$ cat config.mk
export PLATFORM = sky130hd
export DESIGN_NAME = seqcmd_detect
export DESIGN_NICKNAME = d
export VERILOG_FILES = /design/src/rtl/seqcmd_pkg.sv /design/src/rtl/seqcmd_match.sv /design/src/rtl/seqcmd_step.sv /design/src/rtl/seqcmd_lock.sv /design/src/rtl/seqcmd_detect.sv
export SDC_FILE = /design/constraint.sdc
export NUM_CORES = 1
export LEC_CHECK = 0
export BUFFER_PORTS_ARGS = -buffer_cell sky130_fd_sc_hd__buf_4
export CORE_ASPECT_RATIO = 0.7
export CORE_UTILIZATION = 30
export CTS_CLUSTER_DIAMETER = 60
export DETAILED_ROUTE_END_ITERATION = 8
export PLACE_DENSITY = 0.58
export SLEW_MARGIN = 20
export SYNTH_ARGS = -nofsm -noshare
export SYNTH_HDL_FRONTEND = slang
export SYNTH_SLANG_ARGS = --single-unit
$ cat constraint.sdc
create_clock -name clk -period 1.9 [get_ports clk]
set_input_delay 0.19 -clock clk [delete_from_list [all_inputs] [get_ports clk]]
set_output_delay 0.19 -clock clk [all_outputs]
set_load 0.05 [all_outputs]
$ cat src/rtl/seqcmd_pkg.sv
package seqcmd_pkg;
  localparam int KEY_W      = 16;
  localparam int PREFIX_LEN = 5;
  localparam logic [KEY_W-1:0] STORE_KEY  = 16'h8FC0;
  localparam logic [KEY_W-1:0] RECALL_KEY = 16'h4C63;

  // Address expected at prefix position idx (0-based).
  function automatic logic [KEY_W-1:0] prefix_key(input int idx);
    case (idx)
      0:       return 16'h4E38;
      1:       return 16'hB1C7;
      2:       return 16'h83E0;
      3:       return 16'h7C1F;
      4:       return 16'h703F;
      default: return 16'h0000;
    endcase
  endfunction
endpackage

$ cat src/rtl/seqcmd_match.sv
module seqcmd_match #(
  parameter int ADDR_W = 16,
  parameter int STEP_W = 3
) (
  input  logic [ADDR_W-1:0] addr,
  input  logic [STEP_W-1:0] step,
  output logic              hit_next,
  output logic              hit_first,
  output logic              hit_store,
  output logic              hit_recall
);
  import seqcmd_pkg::*;

  logic [PREFIX_LEN-1:0] eq_vec;

  generate
    for (genvar i = 0; i < PREFIX_LEN; i++) begin : g_cmp
      assign eq_vec[i] = (addr == ADDR_W'(prefix_key(i)));
    end
  endgenerate

  always_comb begin
    hit_next = 1'b0;
    for (int i = 0; i < PREFIX_LEN; i++) begin
      if (step == STEP_W'(i)) hit_next = eq_vec[i];
    end
  end

  assign hit_first  = eq_vec[0];
  assign hit_store  = (addr == ADDR_W'(STORE_KEY));
  assign hit_recall = (addr == ADDR_W'(RECALL_KEY));
endmodule

$ cat src/rtl/seqcmd_step.sv
module seqcmd_step #(
  parameter int STEP_W = 3
) (
  input  logic              clk,
  input  logic              rst_n,
  input  logic              clear,
  input  logic              restart,
  input  logic              advance,
  output logic [STEP_W-1:0] step_q
);
  always_ff @(posedge clk) begin
    if (!rst_n)       step_q <= '0;
    else if (clear)   step_q <= '0;
    else if (restart) step_q <= STEP_W'(1);
    else if (advance) step_q <= step_q + STEP_W'(1);
  end
endmodule

$ cat src/rtl/seqcmd_lock.sv
module seqcmd_lock (
  input  logic clk,
  input  logic rst_n,
  input  logic fire_store,
  input  logic fire_recall,
  input  logic done,
  output logic store_cmd,
  output logic recall_cmd,
  output logic busy
);
  always_ff @(posedge clk) begin
    if (!rst_n) begin
      store_cmd  <= 1'b0;
      recall_cmd <= 1'b0;
      busy       <= 1'b0;
    end else begin
      store_cmd  <= fire_store;
      recall_cmd <= fire_recall;
      if (fire_store || fire_recall) busy <= 1'b1;
      else if (done)                 busy <= 1'b0;
    end
  end
endmodule

$ cat src/rtl/seqcmd_detect.sv
module seqcmd_detect #(
  parameter int ADDR_W = 16
) (
  input  logic              clk,
  input  logic              rst_n,
  input  logic [ADDR_W-1:0] addr,
  input  logic              rd_vld,
  input  logic              wr_vld,
  input  logic              done,
  output logic              store_cmd,
  output logic              recall_cmd,
  output logic              io_dis
);
  import seqcmd_pkg::*;

  localparam int STEP_W = $clog2(PREFIX_LEN + 1);

  logic [STEP_W-1:0] step_q;
  logic hit_next, hit_first, hit_store, hit_recall;
  logic at_final, rd_acc, wr_abort;
  logic advance, restart, clear, fire_store, fire_recall;

  seqcmd_match #(.ADDR_W(ADDR_W), .STEP_W(STEP_W)) u_match (
    .addr(addr), .step(step_q), .hit_next(hit_next), .hit_first(hit_first),
    .hit_store(hit_store), .hit_recall(hit_recall)
  );

  // Named events used by the datapath and by the bound checker.
  assign at_final    = (step_q == STEP_W'(PREFIX_LEN));
  assign wr_abort    = !io_dis && wr_vld;
  assign rd_acc      = !io_dis && rd_vld && !wr_vld;
  assign fire_store  = rd_acc && at_final && hit_store;
  assign fire_recall = rd_acc && at_final && hit_recall;
  assign advance     = rd_acc && !at_final && hit_next;
  assign restart     = rd_acc && !advance && !fire_store && !fire_recall && hit_first;
  assign clear       = wr_abort || (rd_acc && !advance && !restart);

  seqcmd_step #(.STEP_W(STEP_W)) u_step (
    .clk(clk), .rst_n(rst_n), .clear(clear), .restart(restart),
    .advance(advance), .step_q(step_q)
  );

  seqcmd_lock u_lock (
    .clk(clk), .rst_n(rst_n), .fire_store(fire_store), .fire_recall(fire_recall),
    .done(done), .store_cmd(store_cmd), .recall_cmd(recall_cmd), .busy(io_dis)
  );
endmodule

# Word-level counts from Yosys, hierarchy flattened
# Cells that the tools add are included.
[word_totals] output_inout_bits=3 inputBits=21 ram_bits=0 register_bits=6 memories=0 romBits=0 word_cells=55 latchBits=0
[classes] div_mod_pow=0 n_bitwise=1 addsub=1 magnitude_cmp=0 shift=0 mul=0 muxes=9 n_eq_ne=12 reduce_logical=27
[ops] cell="16-bit by 15-bit equality test with 1-bit output, second input constant" n=4
[ops] cell="16-bit equality test, second input constant" n=3
[ops] cell="1-bit logical AND" n=13
[ops] cell="1-bit 2-to-1 mux" n=9
[ops] cell="1-bit logical NOT" n=7
[ops] cell="3-bit by 2-bit equality test with 1-bit output, second input constant" n=2
[ops] cell="3-bit equality test, second input constant" n=2
[ops] cell="2-bit nonzero test" n=2
[ops] cell="3-bit by 1-bit adder with 3-bit output, second input constant" n=1
[ops] cell="3-bit by 1-bit equality test with 1-bit output, second input constant" n=1
[ops] cell="3-bit logical NOT" n=1
[ops] cell="3-bit OR reduction" n=1
[ops] cell="1-bit logical OR" n=2
[ops] cell="2-bit OR reduction" n=1
[ops] cell="1-bit inverter" n=1

# Logic depth before layout (Yosys ltp)
[logic_depth] word_depth=16 ltp_mapped=8 mapped_depth_nobuf=8

# Cells and area by module
# From an unflattened synthesis, not the netlist that was laid out.
[hier_totals] cells_unflattened=68 area_unflattened_um2=573.0
[modules_own_cells] module="seqcmd_match" seq_area_each_um2=0.0 instances=1 area_per_inst_um2=251.5 cells_each=34
[modules_own_cells] module="seqcmd_step" seq_area_each_um2=60.1 instances=1 area_per_inst_um2=140.1 cells_each=13
[modules_own_cells] module="seqcmd_detect" seq_area_each_um2=0.0 instances=1 area_per_inst_um2=93.8 cells_each=14
[modules_own_cells] module="seqcmd_lock" seq_area_each_um2=60.1 instances=1 area_per_inst_um2=87.6 cells_each=7

# Worst setup path after synthesis
# OpenSTA, ideal clock, no wires.
[synth_path] path_kind="reg-to-reg" startpoint="register u_step.step_q[0]" endpoint="register u_step.step_q[0]" slack_ns=-0.094 required_ns=1.770 path_buffers=0 period_less_slack_ns=1.994 t_arrival_ns=1.864 path_stages_with_launch=8 setup_time_ns=0.130 cell_sequence="dfxtp_1 -> ha_1 -> or4b_4 -> nor4_4 -> a22oi_2 -> a221oi_2 -> mux2i_1 -> a21oi_1"
[synth_via] elab_chain_cells=16
[synth_rtl] element="from (decl)" line_no="seqcmd_step.sv:9" source="output logic [STEP_W-1:0] step_q"
[synth_rtl] element="from (signal assigned)" line_no="seqcmd_step.sv:15" source="else if (advance) step_q <= step_q + STEP_W'(1);"
[synth_rtl] element="3-bit logical NOT" line_no="seqcmd_match.sv:25" source="if (step == STEP_W'(i)) hit_next = eq_vec[i];"
[synth_rtl] element="1-bit 2-to-1 mux (5 in a row)" line_no="seqcmd_match.sv:25"
[synth_rtl] element="1-bit logical AND" line_no="seqcmd_detect.sv:34" source="assign advance = rd_acc && !at_final && hit_next;"
[synth_rtl] element="1-bit logical NOT" line_no="seqcmd_detect.sv:35, seqcmd_detect.sv:36"
[synth_rtl] element="1-bit logical AND" line_no="seqcmd_detect.sv:35, seqcmd_detect.sv:36"
[synth_rtl] element="1-bit logical AND (3 in a row)" line_no="seqcmd_detect.sv:35" source="assign restart = rd_acc && !advance && !fire_store && !fire_recall && hit_first;"
[synth_rtl] element="1-bit logical NOT" line_no="seqcmd_detect.sv:36" source="assign clear = wr_abort || (rd_acc && !advance && !restart);"
[synth_rtl] element="1-bit logical AND" line_no="seqcmd_detect.sv:36"
[synth_rtl] element="1-bit logical OR" line_no="seqcmd_detect.sv:36"
[synth_rtl] element="2-bit OR reduction (no line)"
# Several ways; a longest one is shown, not always the timed one. The select of a mux whose other input is x is not followed.
# A chain may end at the register's enable or synchronous reset.

# Final worst setup path
[layout_path] startpoint="register u_step.step_q[1]" endpoint="register u_step.step_q[1]"
[layout_via] elab_chain_cells=16
[layout_rtl] element="3-bit logical NOT" line_no="seqcmd_match.sv:25"
[layout_rtl] element="1-bit 2-to-1 mux (5 in a row)" line_no="seqcmd_match.sv:25"
[layout_rtl] element="1-bit logical AND" line_no="seqcmd_detect.sv:34"
[layout_rtl] element="1-bit logical NOT" line_no="seqcmd_detect.sv:35, seqcmd_detect.sv:36"
[layout_rtl] element="1-bit logical AND" line_no="seqcmd_detect.sv:35, seqcmd_detect.sv:36"
[layout_rtl] element="1-bit logical AND (3 in a row)" line_no="seqcmd_detect.sv:35"
[layout_rtl] element="1-bit logical NOT" line_no="seqcmd_detect.sv:36"
[layout_rtl] element="1-bit logical AND" line_no="seqcmd_detect.sv:36"
[layout_rtl] element="1-bit logical OR" line_no="seqcmd_detect.sv:36"
[layout_rtl] element="3-bit OR reduction (no line)"
# Several ways; a longest one is shown, not always the timed one.

==> flow_summary_export.csv <==
group,metric,value,unit
outcome,status,"finished, violations left",
outcome,violations,"negative setup slack",
yosys,syn_avg_cell_area,8.58,µm²
yosys,ys_ff_latch,6,
yosys,yosys.area.top_type_share,0.197,
drt,viasPerCell,5.25,
hold_path,hold_path_class,"in -> reg",
worst_setup_path,rr_worst_depth,9,
final_layout,antenna_cells,0,
place,dpl.cell_count,127,
drt,drt_first_pass_iters,4,
yosys,synth.distinct_cells,34,
global_routing,grt_overflow,0,
floorplan,start_util,0.323,
final_layout,fin_util,0.493,
timing,slew_headroom,0.753,
worst_setup_path,end_kind,"register",
timing,rsz0062_at_grt,"true",
global_routing,grt_max_degree,6,
final_layout,multi_input_area,480,µm²
yosys,yosys_warnings,0,
floorplan,io_pins,24,
worst_setup_path,arrival,2120,ps
worst_setup_path,r2r_end,"u_step.step_q[1]",
timing,slew_viol_final,0,
timing,hold_viol,0,
clock_tree,post-cts-setup-buffers,0,
run,cap_violations,0,
worst_setup_path,critPathLaunch,"u_step.step_q[1]",
timing,fin_worst_skew,1.58,ps
drt,routedWlPerCell,13.1,µm
yosys,synthArstFlopShare,0,
clock_tree,cts.sinks,6,
global_routing,grt_pass1_wl,2790,µm
floorplan,core_area,1890,µm²
worst_setup_path,r2r_slack,-50,ps
clock_tree,clk_latency,240,ps
yosys,synthCells,71,
clock_tree,tritoncts.num_buffers,3,
floorplan,die_x,55.9,µm
place,dp_hpwl,1380,µm
worst_setup_path,path_class,"reg -> reg",
power_and_ir_drop,leakage,0.386,nW
worst_setup_path,reg2reg_from,"u_step.step_q[1]",
place,pre_cts_ws,-73.4,ps
power_and_ir_drop,power.density,333,nW/µm²
hold_path,hold_depth,2,
worst_setup_path,crit_fanout,2,
drt,via_count,683,
final_layout,drive_gt1_frac,0.454,
clock_tree,cts_tree,"done",
clock_tree,path_clk_slew,40,ps
clock_tree,h-tree-depth,1,
floorplan,num_rows,13,
clock_tree,cts_hold_buf,0,
final_layout,ff_latch_area,123,µm²
power_and_ir_drop,ir_drop,0.245,mV
global_routing,grt_usage,0.174,
final_layout,stdcell_count,130,
yosys,ys_seq_area_frac,0.197,
yosys,syn-cell-area,609,µm²
global_routing,antenna_found_initial,0,
drt,drc_errors,0,
timing,finalHoldWorstSlack,177,ps
drt,final_antenna_net_count,0,
yosys,syn_nets,97,
timing,max_freq,0.513,GHz
clock_tree,clock-root-buffer,"clkbuf_4",
floorplan,die_h,39.7,µm
floorplan,die_area,2220,µm²
final_layout,nNetsFinal,136,
yosys,synth_edf_count,0,
timing,finalCriticalPeriod,1950,ps
drt,drtIter0Drc,19,
place,gp_congestion,0.857,
timing,tightestPinTransition,366,ps
yosys,synthTopCellsByArea,"dfxtp_1 (20%), ha_1 (10%), a21oi_1 (4.1%)",
final_layout,n_fill_cell,194,
final_layout,syn_to_final_growth,52.8,%
timing,setup_viol,3,
timing,finalCritPeriodShare,1.03,
yosys,ys.flop_type,"dfxtp_1",
worst_setup_path,critPathRequiredTime,2070,ps
clock_tree,cts_buffer_depth,2,
yosys,yosys.area.top_type,"dfxtp_1",
drt,routed_wl,1700,µm
worst_setup_path,start_kind,"register",
timing,setup_ws,-51.1,ps
place,portBuffers,23,
global_routing,first_global_vias,662,
worst_setup_path,critPathCapture,"u_step.step_q[1]",
-- through the flow --
stage | area [µm²] | TNS, ps | total power, mW
floorplan | 609 | -93.8 | 0.148
global placement | 888 | -44.8 | 0.195
detailed placement | 888 | -191 | 0.196
CTS | 926 | -167 | 0.316
global route | 931 | -532 | 0.332
finish | 931 | -147 | 0.310
-- sequential cells by signal, indices dropped and copies added (netlist names) --
| register | count |
|---|---|
| u_lock.recall_cmd | 1 |
| u_lock.busy | 1 |
| u_lock.store_cmd | 1 |
| u_step.step_q | 3 |
-- kinds of logic after synthesis --
kind of cell / after synthesis / share of synthesized area
AND/OR/NAND/NOR: 40 / 0.466
adder cells (fa/ha/maj): 5 / 0.103
AO/OA/AOI/OAI: 13 / 0.158
multiplexers: 2 / 0.0329
buffers and inverters: 5 / 0.0431
flip-flops: 6 / 0.197
-- worst max-delay path, cell delays in order (launching register included) --
cell and delay [ps]:
dfxtp_2 320, inv_2 70, ha_4 120, or4b_4 460, nor4_4 170, a22oi_2 80
a221oi_2 290, buf_4 180, nand3_2 60, a21oi_1 130
-- repair_timing --
action / CTS / global route
resized for setup: 5 / 1
gates cloned: 0 / 0
pin swaps: 0 / 3
setup endpoints to repair: 3 / 3
-- area by class of cell --
type | count | share of cell area
tap | 22 | 0.0296
clock buffer | 3 | 0.0242
timing repair buffer | 35 | 0.282
inverter | 4 | 0.0161
sequential | 6 | 0.132
multi-input combinational | 60 | 0.516
-- cell usage after synthesis (3+ instances only) --
cell type,instances
a21oi_1,5
nor4_1,3
ha_1,5
nand3_1,3
inv_1,4
nor2_1,4
dfxtp_1,6
nand2_1,4
nor3_1,3
-- cell usage in the layout, fill, tap and decap left out, drive strengths merged --
| cell | count |
|---|---|
| or3 | 1 |
| and2 | 3 |
| buf | 35 |
| nor3b | 2 |
| nand4 | 2 |
| dfxtp | 6 |
| or4b | 1 |
| o21ai | 2 |
| a22oi | 2 |
| nor2 | 4 |
| nand3b | 3 |
| nor4 | 4 |
| nand2b | 1 |
| and3 | 1 |
| nand4b | 2 |
| ha | 5 |
| a41oi | 1 |
| or2 | 1 |
| mux2i | 2 |
| a21oi | 5 |
| a221oi | 1 |
| nand4bb | 1 |
| inv | 4 |
| nand3 | 3 |
| clkbuf | 3 |
| o31a | 2 |
| and4b | 1 |
| nor3 | 3 |
| nor2b | 1 |
| or3b | 2 |
| nand2 | 4 |
-- worst min path at each step --
stage / slack, ps / startpoint / to
after floorplan: 310 / rst_n / u_lock.recall_cmd
after global placement: 420 / rst_n / u_lock.recall_cmd
after detailed placement: 430 / rst_n / u_lock.store_cmd
after CTS: 170 / rst_n / u_lock.store_cmd
after global routing: 180 / rst_n / u_lock.recall_cmd
final: 180 / rst_n / u_lock.store_cmd
-- report_power, final --
part / switching [mW] / internal (mW) / leakage (nW)
Combinational: 0.0275 / 0.0400 / 0.323
Sequential: 0.000000113 / 0.126 / 0.0493
Clock: 0.0450 / 0.0714 / 0.0138
-- metal layers --
| metal | up-vias | track usage | part of all wire |
|---|---|---|---|
| li1 | 348 | - | - |
| met1 | 307 | 0.208 | 0.50 |
| met2 | 24 | 0.292 | 0.43 |
| met3 | 4 | 0.0297 | 0.057 |
| met4 | 0 | 0.134 | 0.018 |
| met5 | - | 0 | 0 |
(Power assumes the default switching activity.)
